`config.mk`:
```
export PLATFORM = sky130hd
export DESIGN_NAME = bridge_guard
export DESIGN_NICKNAME = d
export VERILOG_FILES = /design/src/rtl/bridge_guard_pkg.sv /design/src/rtl/bg_sync.sv /design/src/rtl/bg_thermal.sv /design/src/rtl/bg_pair_ctrl.sv /design/src/rtl/bridge_guard.sv
export SDC_FILE = /design/constraint.sdc
export NUM_CORES = 1
export LEC_CHECK = 0
export BUFFER_PORTS_ARGS = -buffer_cell sky130_fd_sc_hd__buf_2
export CORE_MARGIN = 2
export CORE_UTILIZATION = 50
export DETAILED_ROUTE_END_ITERATION = 6
export GPL_TIMING_DRIVEN = 0
export PLACE_DENSITY = 0.71
export SLEW_MARGIN = 10
export SYNTH_ARGS = -nofsm -noshare
export SYNTH_HDL_FRONTEND = slang
export SYNTH_HIERARCHICAL = 1
export SYNTH_SLANG_ARGS = --single-unit
```
`constraint.sdc`:
```
create_clock -name clk -period 1.6 [get_ports clk]
set_clock_uncertainty 0.15 [all_clocks]
set_input_delay 0.16 -clock clk [delete_from_list [all_inputs] [get_ports clk]]
set_output_delay 0.16 -clock clk [all_outputs]
set_load 0.01 [all_outputs]
```
`src/rtl/bridge_guard_pkg.sv`:
```
package bridge_guard_pkg;

    localparam int NUM_PAIRS   = 2;
    localparam int CH_PER_PAIR = 2;
    localparam int NUM_CH      = NUM_PAIRS * CH_PER_PAIR;

    typedef enum logic [1:0] {
        CFG_FULL     = 2'b00,
        CFG_PARALLEL = 2'b01,
        CFG_HALF     = 2'b10,
        CFG_HALF_ALT = 2'b11
    } bridge_cfg_e;

    // Synchronised view of the non-supply inputs.
    typedef struct packed {
        logic                 warn;
        logic                 shut;
        logic [NUM_CH-1:0]    oc;
        logic                 limit;
        bridge_cfg_e          cfg;
        logic [NUM_PAIRS-1:0] rst_n;   // bit 0 = pair A/B, bit 1 = pair C/D
    } sync_in_t;

    function automatic logic cfg_allows_pulldown(input bridge_cfg_e cfg);
        return (cfg == CFG_FULL) || (cfg == CFG_PARALLEL);
    endfunction

endpackage

```
`src/rtl/bg_sync.sv`:
```
module bg_sync #(
    parameter int               WIDTH     = 1,
    parameter int               STAGES    = 2,
    parameter logic [WIDTH-1:0] RESET_VAL = '0
) (
    input  logic             clk,
    input  logic             rst,
    input  logic [WIDTH-1:0] d_i,
    output logic [WIDTH-1:0] q_o
);

    logic [WIDTH-1:0] stage_q [STAGES];

    always_ff @(posedge clk) begin
        if (rst) begin
            for (int k = 0; k < STAGES; k++) begin
                stage_q[k] <= RESET_VAL;
            end
        end else begin
            stage_q[0] <= d_i;
            for (int k = 1; k < STAGES; k++) begin
                stage_q[k] <= stage_q[k-1];
            end
        end
    end

    assign q_o = stage_q[STAGES-1];

endmodule

```
`src/rtl/bg_thermal.sv`:
```
module bg_thermal (
    input  logic clk,
    input  logic rst,
    input  logic shut_i,    // synchronised shutdown flag
    input  logic clear_i,   // both pair resets low
    output logic off_o
);

    logic hold_q;

    always_ff @(posedge clk) begin
        if (rst) begin
            hold_q <= 1'b0;
        end else begin
            hold_q <= shut_i | (hold_q & ~clear_i);
        end
    end

    assign off_o = shut_i | hold_q;

    // a shutdown flag is always captured
    assert_therm_capture_R2: assert property (@(posedge clk) disable iff (rst)
        shut_i |=> hold_q);

    // without both resets low the hold never drops
    assert_therm_hold_R3: assert property (@(posedge clk) disable iff (rst)
        (hold_q && !clear_i) |=> hold_q);

endmodule

```
`src/rtl/bg_pair_ctrl.sv`:
```
module bg_pair_ctrl #(
    parameter int CH = 2
) (
    input  logic          clk,
    input  logic          rst,
    input  logic          global_off_i,   // undervoltage or thermal
    input  logic          limit_i,        // current-limit mode
    input  logic          pd_allow_i,     // configuration permits pulldown
    input  logic          rst_n_i,        // synchronised pair reset
    input  logic [CH-1:0] oc_i,           // synchronised overcurrent flags
    output logic [CH-1:0] hiz_o,
    output logic [CH-1:0] pd_o,
    output logic          trip_o
);

    logic rst_n_d;
    logic rise;
    logic trip_q;
    logic oc_any;

    assign oc_any = |oc_i;
    assign rise   = rst_n_i & ~rst_n_d;

    always_ff @(posedge clk) begin
        if (rst) begin
            rst_n_d <= 1'b0;
            trip_q  <= 1'b0;
        end else begin
            rst_n_d <= rst_n_i;
            trip_q  <= ~limit_i & (oc_any | (trip_q & ~rise));
        end
    end

    assign trip_o = ~limit_i & (trip_q | oc_any);

    always_comb begin
        for (int i = 0; i < CH; i++) begin
            hiz_o[i] = global_off_i | ~rst_n_i | trip_o | (limit_i & oc_i[i]);
            pd_o[i]  = ~rst_n_i & pd_allow_i;
        end
    end

    // a low pair reset parks every channel of the pair
    assert_rst_hiz_R6: assert property (@(posedge clk) disable iff (rst)
        !rst_n_i |-> (&hiz_o));

    // pulldown only on channels already in Hi-Z
    assert_pd_hiz_R8: assert property (@(posedge clk) disable iff (rst)
        (|pd_o) |-> ((pd_o & hiz_o) == pd_o));

    // a latched trip survives until a reset rising edge
    assert_oc_hold_R9: assert property (@(posedge clk) disable iff (rst)
        (trip_q && !rise && !limit_i) |=> trip_q);

    // limit mode never leaves a held trip
    assert_limit_nohold_R10: assert property (@(posedge clk) disable iff (rst)
        limit_i |=> !trip_q);

endmodule

```
`src/rtl/bridge_guard.sv`:
```
module bridge_guard
    import bridge_guard_pkg::*;
#(
    parameter int NUM_SUPPLY  = 2,
    parameter int SYNC_STAGES = 2
) (
    input  logic                  clk,
    input  logic                  rst,
    input  logic                  temp_warn_i,
    input  logic                  temp_shut_i,
    input  logic [NUM_SUPPLY-1:0] uv_i,
    input  logic [NUM_CH-1:0]     oc_i,
    input  logic                  cur_limit_i,
    input  logic [1:0]            bridge_cfg_i,
    input  logic                  rst_ab_n_i,
    input  logic                  rst_cd_n_i,
    output logic [NUM_CH-1:0]     hiz_o,
    output logic [NUM_CH-1:0]     pulldown_o,
    output logic                  warn_n_o,
    output logic                  fault_n_o
);

    localparam int SYNC_W = $bits(sync_in_t);

    sync_in_t              raw_in;
    sync_in_t              syn;
    logic [NUM_SUPPLY-1:0] uv_s;
    logic                  uv_any;
    logic                  therm_off;
    logic                  global_off;
    logic                  pd_allow;
    logic [NUM_PAIRS-1:0]  trip;

    always_comb begin
        raw_in.warn  = temp_warn_i;
        raw_in.shut  = temp_shut_i;
        raw_in.oc    = oc_i;
        raw_in.limit = cur_limit_i;
        raw_in.cfg   = bridge_cfg_e'(bridge_cfg_i);
        raw_in.rst_n = {rst_cd_n_i, rst_ab_n_i};
    end

    bg_sync #(
        .WIDTH     (SYNC_W),
        .STAGES    (SYNC_STAGES),
        .RESET_VAL ('0)
    ) u_sync_ctl (
        .clk (clk),
        .rst (rst),
        .d_i (raw_in),
        .q_o (syn)
    );

    // Supplies reset to "undervoltage" so the channels stay parked until good.
    bg_sync #(
        .WIDTH     (NUM_SUPPLY),
        .STAGES    (SYNC_STAGES),
        .RESET_VAL ({NUM_SUPPLY{1'b1}})
    ) u_sync_uv (
        .clk (clk),
        .rst (rst),
        .d_i (uv_i),
        .q_o (uv_s)
    );

    assign uv_any = |uv_s;

    bg_thermal u_therm (
        .clk     (clk),
        .rst     (rst),
        .shut_i  (syn.shut),
        .clear_i (~|syn.rst_n),
        .off_o   (therm_off)
    );

    assign global_off = uv_any | therm_off;
    assign pd_allow   = cfg_allows_pulldown(syn.cfg);

    for (genvar p = 0; p < NUM_PAIRS; p++) begin : g_pair
        bg_pair_ctrl #(
            .CH (CH_PER_PAIR)
        ) u_pair (
            .clk          (clk),
            .rst          (rst),
            .global_off_i (global_off),
            .limit_i      (syn.limit),
            .pd_allow_i   (pd_allow),
            .rst_n_i      (syn.rst_n[p]),
            .oc_i         (syn.oc[p*CH_PER_PAIR +: CH_PER_PAIR]),
            .hiz_o        (hiz_o[p*CH_PER_PAIR +: CH_PER_PAIR]),
            .pd_o         (pulldown_o[p*CH_PER_PAIR +: CH_PER_PAIR]),
            .trip_o       (trip[p])
        );
    end

    assign warn_n_o  = ~syn.warn;
    assign fault_n_o = (&syn.rst_n) ? ~(global_off | (|trip)) : 1'b1;

    // any undervoltage parks every channel
    assert_uv_hiz_R4: assert property (@(posedge clk) disable iff (rst)
        uv_any |-> (&hiz_o));

    // a low pair reset masks the fault pin
    assert_fault_mask_R7: assert property (@(posedge clk) disable iff (rst)
        !(&syn.rst_n) |-> fault_n_o);

    // a fault report always has a live cause and parks a channel
    assert_fault_cause_R9: assert property (@(posedge clk) disable iff (rst)
        !fault_n_o |-> (|hiz_o));

    // the warning never parks a channel on its own
    assert_warn_passive_R1: assert property (@(posedge clk) disable iff (rst)
        (!warn_n_o && !global_off && (&syn.rst_n) && !(|trip) && !(|syn.oc)) |-> (hiz_o == '0));

endmodule

```
==> results of run 1 <==
[metal layers]
layer	GRT usage, %	up-vias	routed length, µm
li1	-	404	-
met1	15.1	326	692
met2	26.8	19	902
met3	6.14	2	82
met4	6.76	0	11
met5	0	-	0
[worst reg2reg max path: stages, from the launching register on]
cell and delay, ns:
sky130_fd_sc_hd__dfxtp_1 0.32, sky130_fd_sc_hd__buf_4 0.15, sky130_fd_sc_hd__nand2b_1 0.07, sky130_fd_sc_hd__a211oi_2 0.21, sky130_fd_sc_hd__nor3_1 0.06
[power by group through the flow]
stage	combinational [mW]	clock [mW]	sequential [mW]
after floorplan	0.0922	0	0.780
after detailed placement	0.128	0	0.783
after CTS	0.151	0.618	0.767
after global placement	0.124	0	0.781
final	0.150	0.603	0.766
after global routing	0.166	0.648	0.770
[metrics by stage]
step	util, %	instance area, µm²	setup TNS, ns	hold WS [ns]
after floorplan	-	1110	0	0.0724
after detailed placement	58.6	1260	-0.423	0.191
final	69.0	1480	-1.61	0.0244
after CTS	68.5	1470	-1.85	0.0220
after global placement	58.6	1260	-0.362	0.187
after global routing	69.0	1480	-2.09	0.0307
[cell type report]
| type | instances | area [µm²] | share of cell area, % |
|---|---|---|---|
| tap | 28 | 35.0 | 2.36 |
| buffer | 15 | 120 | 8.11 |
| inverter | 3 | 11.3 | 0.760 |
| clock inverter | 1 | 30.0 | 2.03 |
| clock buffer | 7 | 55.1 | 3.72 |
| sequential | 29 | 582 | 39.3 |
| timing repair buffer | 35 | 235 | 15.9 |
| multi-input combinational | 58 | 413 | 27.9 |
[registers in the layout, indices dropped and copies added, names as in the netlist]
| name | flops |
|---|---|
| u_therm/hold_q | 1 |
| g_pair.u_pair/rst_n_d | 2 |
| g_pair.u_pair/trip_q | 2 |
| u_sync_uv/stage_q | 4 |
| u_sync_ctl/stage_q | 20 |
[path summary, 6_finish.rpt]
check                                               start                       to  slack (ns)  cells past startpoint
worst max-delay path            u_sync_ctl/stage_q[0][20]                 hiz_o[2]       -0.33                      6
worst min-delay path                                  rst           u_therm/hold_q        0.02                      2
worst max register to register  u_sync_ctl/stage_q[0][11]  g_pair[0].u_pair/trip_q        0.53                      4
worst min register to register    u_sync_uv/stage_q[0][0]  u_sync_uv/stage_q[0][2]        0.27                      1
[what timing repair did]
item,in CTS,in global routing
setup endpoints to repair,5,5
hold buffers,12,0
resized for setup,6,4
hold endpoints to repair,12,0
pin swaps,3,3
==> flow_summary.json, run 1 <==
{
  "status": "finished, violations left",
  "failed_checks": "setup timing",
  "ys.warnings.count": 6,
  "power.static_leakage_nw": 0.641,
  "place_congestion": 0.712,
  "layout-area-overhead-vs-synth_pct": 33.5,
  "cts_setup_buffers": 0,
  "final.min_clock_period_ns": 1.93,
  "initial_core_util_pct": 51.7,
  "die_w_um": 51.1,
  "power.sequential.fraction_pct": 50.4,
  "die_height_um": 51.1,
  "setup.worst_path.class": "reg2out",
  "grt_start_max_net_pins": 14,
  "grt_first_pass_wirelength_mm": 2.77,
  "io_pins": 25,
  "post-route-period-util_pct": 121,
  "irDropWorstVdd_uv": 1040,
  "cap_violations": 0,
  "timing.critical_path.buf_inv": 1,
  "slew-limit-headroom_pct": 83.5,
  "place.detailed.hpwl_mm": 1.11,
  "p_sw_mw": 0.300,
  "placed_cells": 157,
  "cell_by_cell_listing_of_the_critical_path": "or2_1, or3_4, nand2b_4, nor2_1, o21ai_1, buf_2",
  "end_kind": "primary output",
  "share_clk_of_total_power_pct": 39.7,
  "route.detailed.vias_per_inst": 4.27,
  "antenna_cells": 0,
  "drive_gt1_share_pct": 46.6,
  "cts_tree": "yes",
  "leading_cell_types_in_the_layout_fill_and_taps_excluded": "sky130_fd_sc_hd__dfxtp_1 (28), sky130_fd_sc_hd__buf_2 (23), sky130_fd_sc_hd__buf_4 (13), sky130_fd_sc_hd__nor2b_2 (13), sky130_fd_sc_hd__dlygate4sd3_1 (12)",
  "drt-wirelength-per-cell_um": 9.59,
  "route.vias.total": 751,
  "wirelength_mm": 1.69,
  "synthesis.nets": 121,
  "fraction_of_power_spent_switching_nets_pct": 19.7,
  "clock_sinks": 29,
  "p_per_area_nw_per_um2": 1030,
  "route.antenna.remaining_nets": 0,
  "finish.cell_count_without_fillers": 176,
  "rows": 17,
  "clock_latency_ns": 0.31,
  "finish.net_count": 162,
  "comb_power_share_pct": 9.9,
  "total_of_endpoints_with_negative_setup_slack_in_the_final_report": 5,
  "route.detailed.drc": 0,
  "rsz_0062_raised_after_global_routing": "yes",
  "holdCritPathClass": "in2reg",
  "detailedRoute.firstPassIterationCount": 4,
  "antenna_found_initial": 0,
  "p_int_mw": 1.22,
  "first_global_vias": 702,
  "port-buffer-count": 23,
  "crit_path_start_kind": "register",
  "worst-endpoint-arrival_ns": 1.62,
  "maxClockFrequency_mhz": 519,
  "timing_worst_slew_pin_value_ns": 0.247,
  "clk_pin_slew_ns": 0.09,
  "setup_slack_ns": -0.328,
  "power.total_mw": 1.52,
  "netlist_instances": 106,
  "timing_max_transition_violations_final": 0,
  "clock_tree.buffer_depth": 2,
  "drt_iter0_drc": 6,
  "crit_path_max_incr_delay_ns": 0.35,
  "gr-total-overflow": 0,
  "fp.dieArea_um2": 2610,
  "hold_viol": 0,
  "syn_area_um2": 1110,
  "worst_ep_required_time_ns": 1.29,
  "final_common_cell": "sky130_fd_sc_hd__dfxtp_1",
  "cts_max_level": 2,
  "cp_top_family": "simple AND/OR/NAND/NOR gates",
  "num-fill-cells": 188,
  "number_of_buffers_created_by_cts": 5,
  "post_synth.cell_area_avg_um2": 10.5,
  "grt_usage_pct": 15.0,
  "core_area_um2": 2150,
  "root_buffer": "sky130_fd_sc_hd__clkbuf_4",
  "pre_cts_ws_ns": -0.110,
  "slowest_library_cell_on_the_worst_path": "sky130_fd_sc_hd__or3_4",
  "critical_path_peak_fanout": 3
}
No activity file was read; power rests on OpenSTA's default activity.
==> run 2: changes to the inputs <==
--- a/config.mk
+++ b/config.mk
@@ -7,12 +7,11 @@
 export LEC_CHECK = 0
 export BUFFER_PORTS_ARGS = -buffer_cell sky130_fd_sc_hd__buf_2
 export CORE_MARGIN = 2
-export CORE_UTILIZATION = 50
+export CORE_UTILIZATION = 48
 export DETAILED_ROUTE_END_ITERATION = 6
 export GPL_TIMING_DRIVEN = 0
 export PLACE_DENSITY = 0.71
 export SLEW_MARGIN = 10
 export SYNTH_ARGS = -nofsm -noshare
 export SYNTH_HDL_FRONTEND = slang
-export SYNTH_HIERARCHICAL = 1
 export SYNTH_SLANG_ARGS = --single-unit
==> flow_summary.json, run 2 <==
{
  "synthAdderAreaFrac_pct": 0,
  "top_register": "u_sync_ctl.stage_q",
  "reg_to_reg_slack_setup_ns": 0.53,
  "port-buffer-count": 23,
  "fraction_of_power_spent_switching_nets_pct": 22.6,
  "timing.critical_path.buf_inv": 1,
  "grt_first_pass_wirelength_mm": 2.36,
  "cap_violations": 0,
  "finish.net_count": 151,
  "crit_path_start_kind": "register",
  "share_clk_of_total_power_pct": 30.9,
  "detailedRoute.firstPassIterationCount": 3,
  "timing_max_transition_violations_final": 0,
  "synth_most_common_cell": "sky130_fd_sc_hd__dfxtp_1",
  "endpoint_of_the_worst_slack_reg_to_reg_timing_path": "g_pair[0].u_pair.trip_q",
  "critical_path_peak_fanout": 3,
  "synth_edf_count": 0,
  "clock_tree.buffer_depth": 2,
  "grt_start_max_net_pins": 11,
  "synth_top_cells_by_count": "sky130_fd_sc_hd__dfxtp_1 (29), sky130_fd_sc_hd__nor2b_1 (21), sky130_fd_sc_hd__nor2_1 (12)",
  "cts_tree": "yes",
  "p_int_mw": 0.992,
  "comb_power_share_pct": 8.7,
  "place_congestion": 0.789,
  "ys_seq_elements": 29,
  "leading_cell_types_in_the_layout_fill_and_taps_excluded": "sky130_fd_sc_hd__dfxtp_1 (28), sky130_fd_sc_hd__buf_2 (23), sky130_fd_sc_hd__nor2b_1 (21)",
  "placed_area_um2": 1070,
  "root_buffer": "sky130_fd_sc_hd__clkbuf_4",
  "grt_usage_pct": 16.1,
  "synthesis.nets": 107,
  "timing_worst_slew_pin_value_ns": 0.404,
  "rows": 15,
  "logic_depth_of_the_worst_path_buffers_included": 4,
  "largestRegisters": "u_sync_ctl.stage_q x20, u_sync_uv.stage_q x4",
  "hold-path-cell-count": 1,
  "r2r_cells": 3,
  "rsz_0062_raised_after_global_routing": "yes",
  "clock_latency_ns": 0.31,
  "netlist_instances": 92,
  "p_sw_mw": 0.289,
  "ys.warnings.count": 0,
  "synth-seq-area-share_pct": 62.5,
  "p_per_area_nw_per_um2": 1010,
  "cp_top_family": "simple AND/OR/NAND/NOR gates",
  "irDropWorstVdd_uv": 761,
  "end_kind": "primary output",
  "status": "finished, violations left",
  "clk_pin_slew_ns": 0.08,
  "core_area_um2": 1760,
  "crit_path_max_incr_delay_ns": 0.34,
  "power.total_mw": 1.28,
  "synth.mux.area_fraction_pct": 0,
  "holdCritPathClass": "reg2reg",
  "antenna_found_initial": 0,
  "drt_iter0_drc": 7,
  "synth_top_cell_by_area": "sky130_fd_sc_hd__dfxtp_1",
  "number_of_buffers_created_by_cts": 5,
  "gr-total-overflow": 0,
  "cts_max_level": 2,
  "final_common_cell": "sky130_fd_sc_hd__dfxtp_1",
  "clock_sinks": 29,
  "number_of_distinct_library_cell_variants_in_the_gate_level_netlist_after_synthesis": 17,
  "final.min_clock_period_ns": 1.80,
  "synth_area_leaders": "sky130_fd_sc_hd__dfxtp_1 (63%), sky130_fd_sc_hd__nor2b_1 (14%), sky130_fd_sc_hd__nor2_1 (4.9%)",
  "route.antenna.remaining_nets": 0,
  "antenna_cells": 0,
  "worst_ep_required_time_ns": 1.29,
  "first_global_vias": 606,
  "final_design_area_no_fill_um2": 1270,
  "route.detailed.drc": 0,
  "maxClockFrequency_mhz": 556,
  "initial_core_util_pct": 52.6,
  "synth_xor_xnor_area_share_pct": 0,
  "synth_compound_area_share_pct": 4.58,
  "hp-start": "u_sync_uv.stage_q[0][0]",
  "power.sequential.fraction_pct": 60.4,
  "post-route-period-util_pct": 112,
  "ys_dominant_reg_cell": "sky130_fd_sc_hd__dfxtp_1",
  "cell_by_cell_listing_of_the_critical_path": "nor4_4, nand2_1, or3_1, buf_2",
  "slew-limit-headroom_pct": 73.1,
  "route.detailed.vias_per_inst": 4.35,
  "setup_slack_ns": -0.198,
  "layout-area-overhead-vs-synth_pct": 37.2,
  "syn_area_um2": 928,
  "slowest_library_cell_on_the_worst_path": "sky130_fd_sc_hd__dfxtp_2",
  "post_synth.cell_area_avg_um2": 10.1,
  "route.vias.total": 705,
  "die_w_um": 48.0,
  "synth_simple_gate_area_share_pct": 28.4,
  "worst-endpoint-arrival_ns": 1.49,
  "place.detailed.hpwl_um": 959,
  "wirelength_mm": 1.48,
  "drive_gt1_share_pct": 29.2,
  "power.static_leakage_nw": 0.519,
  "hold_path_end": "u_sync_uv.stage_q[0][2]",
  "total_of_endpoints_with_negative_setup_slack_in_the_final_report": 5,
  "portion_of_synthesized_cell_area_occupied_by_the_leading_cell_type_pct": 62.5,
  "largest_register_ffs": 20,
  "setup.worst_path.class": "reg2out",
  "hold_viol": 0,
  "fp.dieArea_um2": 2300,
  "critical_path.reg2reg.startpoint": "u_sync_ctl.stage_q[0][11]",
  "io_pins": 25,
  "postSynth.asyncResetShare_pct": 0,
  "failed_checks": "setup timing",
  "die_height_um": 48.0,
  "dominant_combinational_cell_family_by_area_after_synthesis": "simple AND/OR/NAND/NOR gates",
  "drt-wirelength-per-cell_um": 9.11
}
-- run 2: per-stage QoR --
stage / util, % / TNS (ns) / hold WS [ns] / setup WS [ns] / instances
2_1_floorplan: - / 0 / 0.0816 / 0.192 / 92
3_3_place_gp: 60.9 / 0 / 0.193 / 0.0555 / 140
3_5_place_dp: 60.9 / 0 / 0.198 / 0.0218 / 140
4_1_cts: 72.2 / -1.01 / 0.271 / -0.228 / 162
5_1_grt: 72.2 / -1.36 / 0.291 / -0.291 / 162
6_report: 72.2 / -0.875 / 0.268 / -0.198 / 162
-- run 2: worst max-delay path by stage --
stage	startpoint	endpoint	slack, ns
floorplan	u_therm.hold_q	hiz_o[0]	0.19
global placement	u_sync_ctl.stage_q[0][20]	hiz_o[0]	0.06
detailed placement	u_sync_ctl.stage_q[0][20]	hiz_o[0]	0.02
CTS	u_therm.hold_q	hiz_o[0]	-0.23
global route	u_therm.hold_q	hiz_o[3]	-0.29
finish	u_therm.hold_q	hiz_o[0]	-0.20
-- run 2: routing by layer --
metal	wire [µm]	GRT usage [%]	vias to the layer above
met3	77	5.66	4
met2	767	25.9	19
met5	0	0	-
met1	592	16.9	304
li1	-	-	378
met4	38	13.0	0
-- run 2: power by group through the flow --
| stage | logic [mW] | clock network (mW) | registers [mW] |
|---|---|---|---|
| after floorplan | 0.0569 | 0 | 0.785 |
| after global placement | 0.0842 | 0 | 0.788 |
| after detailed placement | 0.0868 | 0 | 0.789 |
| after CTS | 0.112 | 0.406 | 0.774 |
| after global routing | 0.126 | 0.441 | 0.779 |
| final | 0.112 | 0.395 | 0.773 |
-- run 2: final cells by class --
| class | count | area [µm²] |
|---|---|---|
| Multi-Input combinational cell | 54 | 315 |
| Tap cell | 25 | 31.3 |
| Sequential cell | 29 | 582 |
| Fill cell | 140 | 490 |
| Clock buffer | 6 | 41.3 |
| Clock inverter | 2 | 10.0 |
| Inverter | 4 | 15.0 |
| Buffer | 5 | 26.3 |
| Timing Repair Buffer | 37 | 253 |
-- run 2: repair_timing --
item                                    4_1_cts  5_1_grt
setup buffers                                 1        0
hold buffers                                 13        0
endpoints found under the hold margin        13        0
endpoints found under the setup margin        5        5
pin swaps                                     8        1
gates resized for setup                       3        0
-- run 2: worst reg2reg max path, delay by kind of cell, from the launching register on --
family | cells | cell delay (ns)
AO/OA/AOI/OAI | 1 | 0.23
flip-flops | 1 | 0.43
AND/OR/NAND/NOR | 2 | 0.14
-- run 2: cells by family after synthesis --
| family | count (synthesis) |
|---|---|
| compound gates | 7 |
| buf+inv | 9 |
| flops | 29 |
| simple gates | 47 |
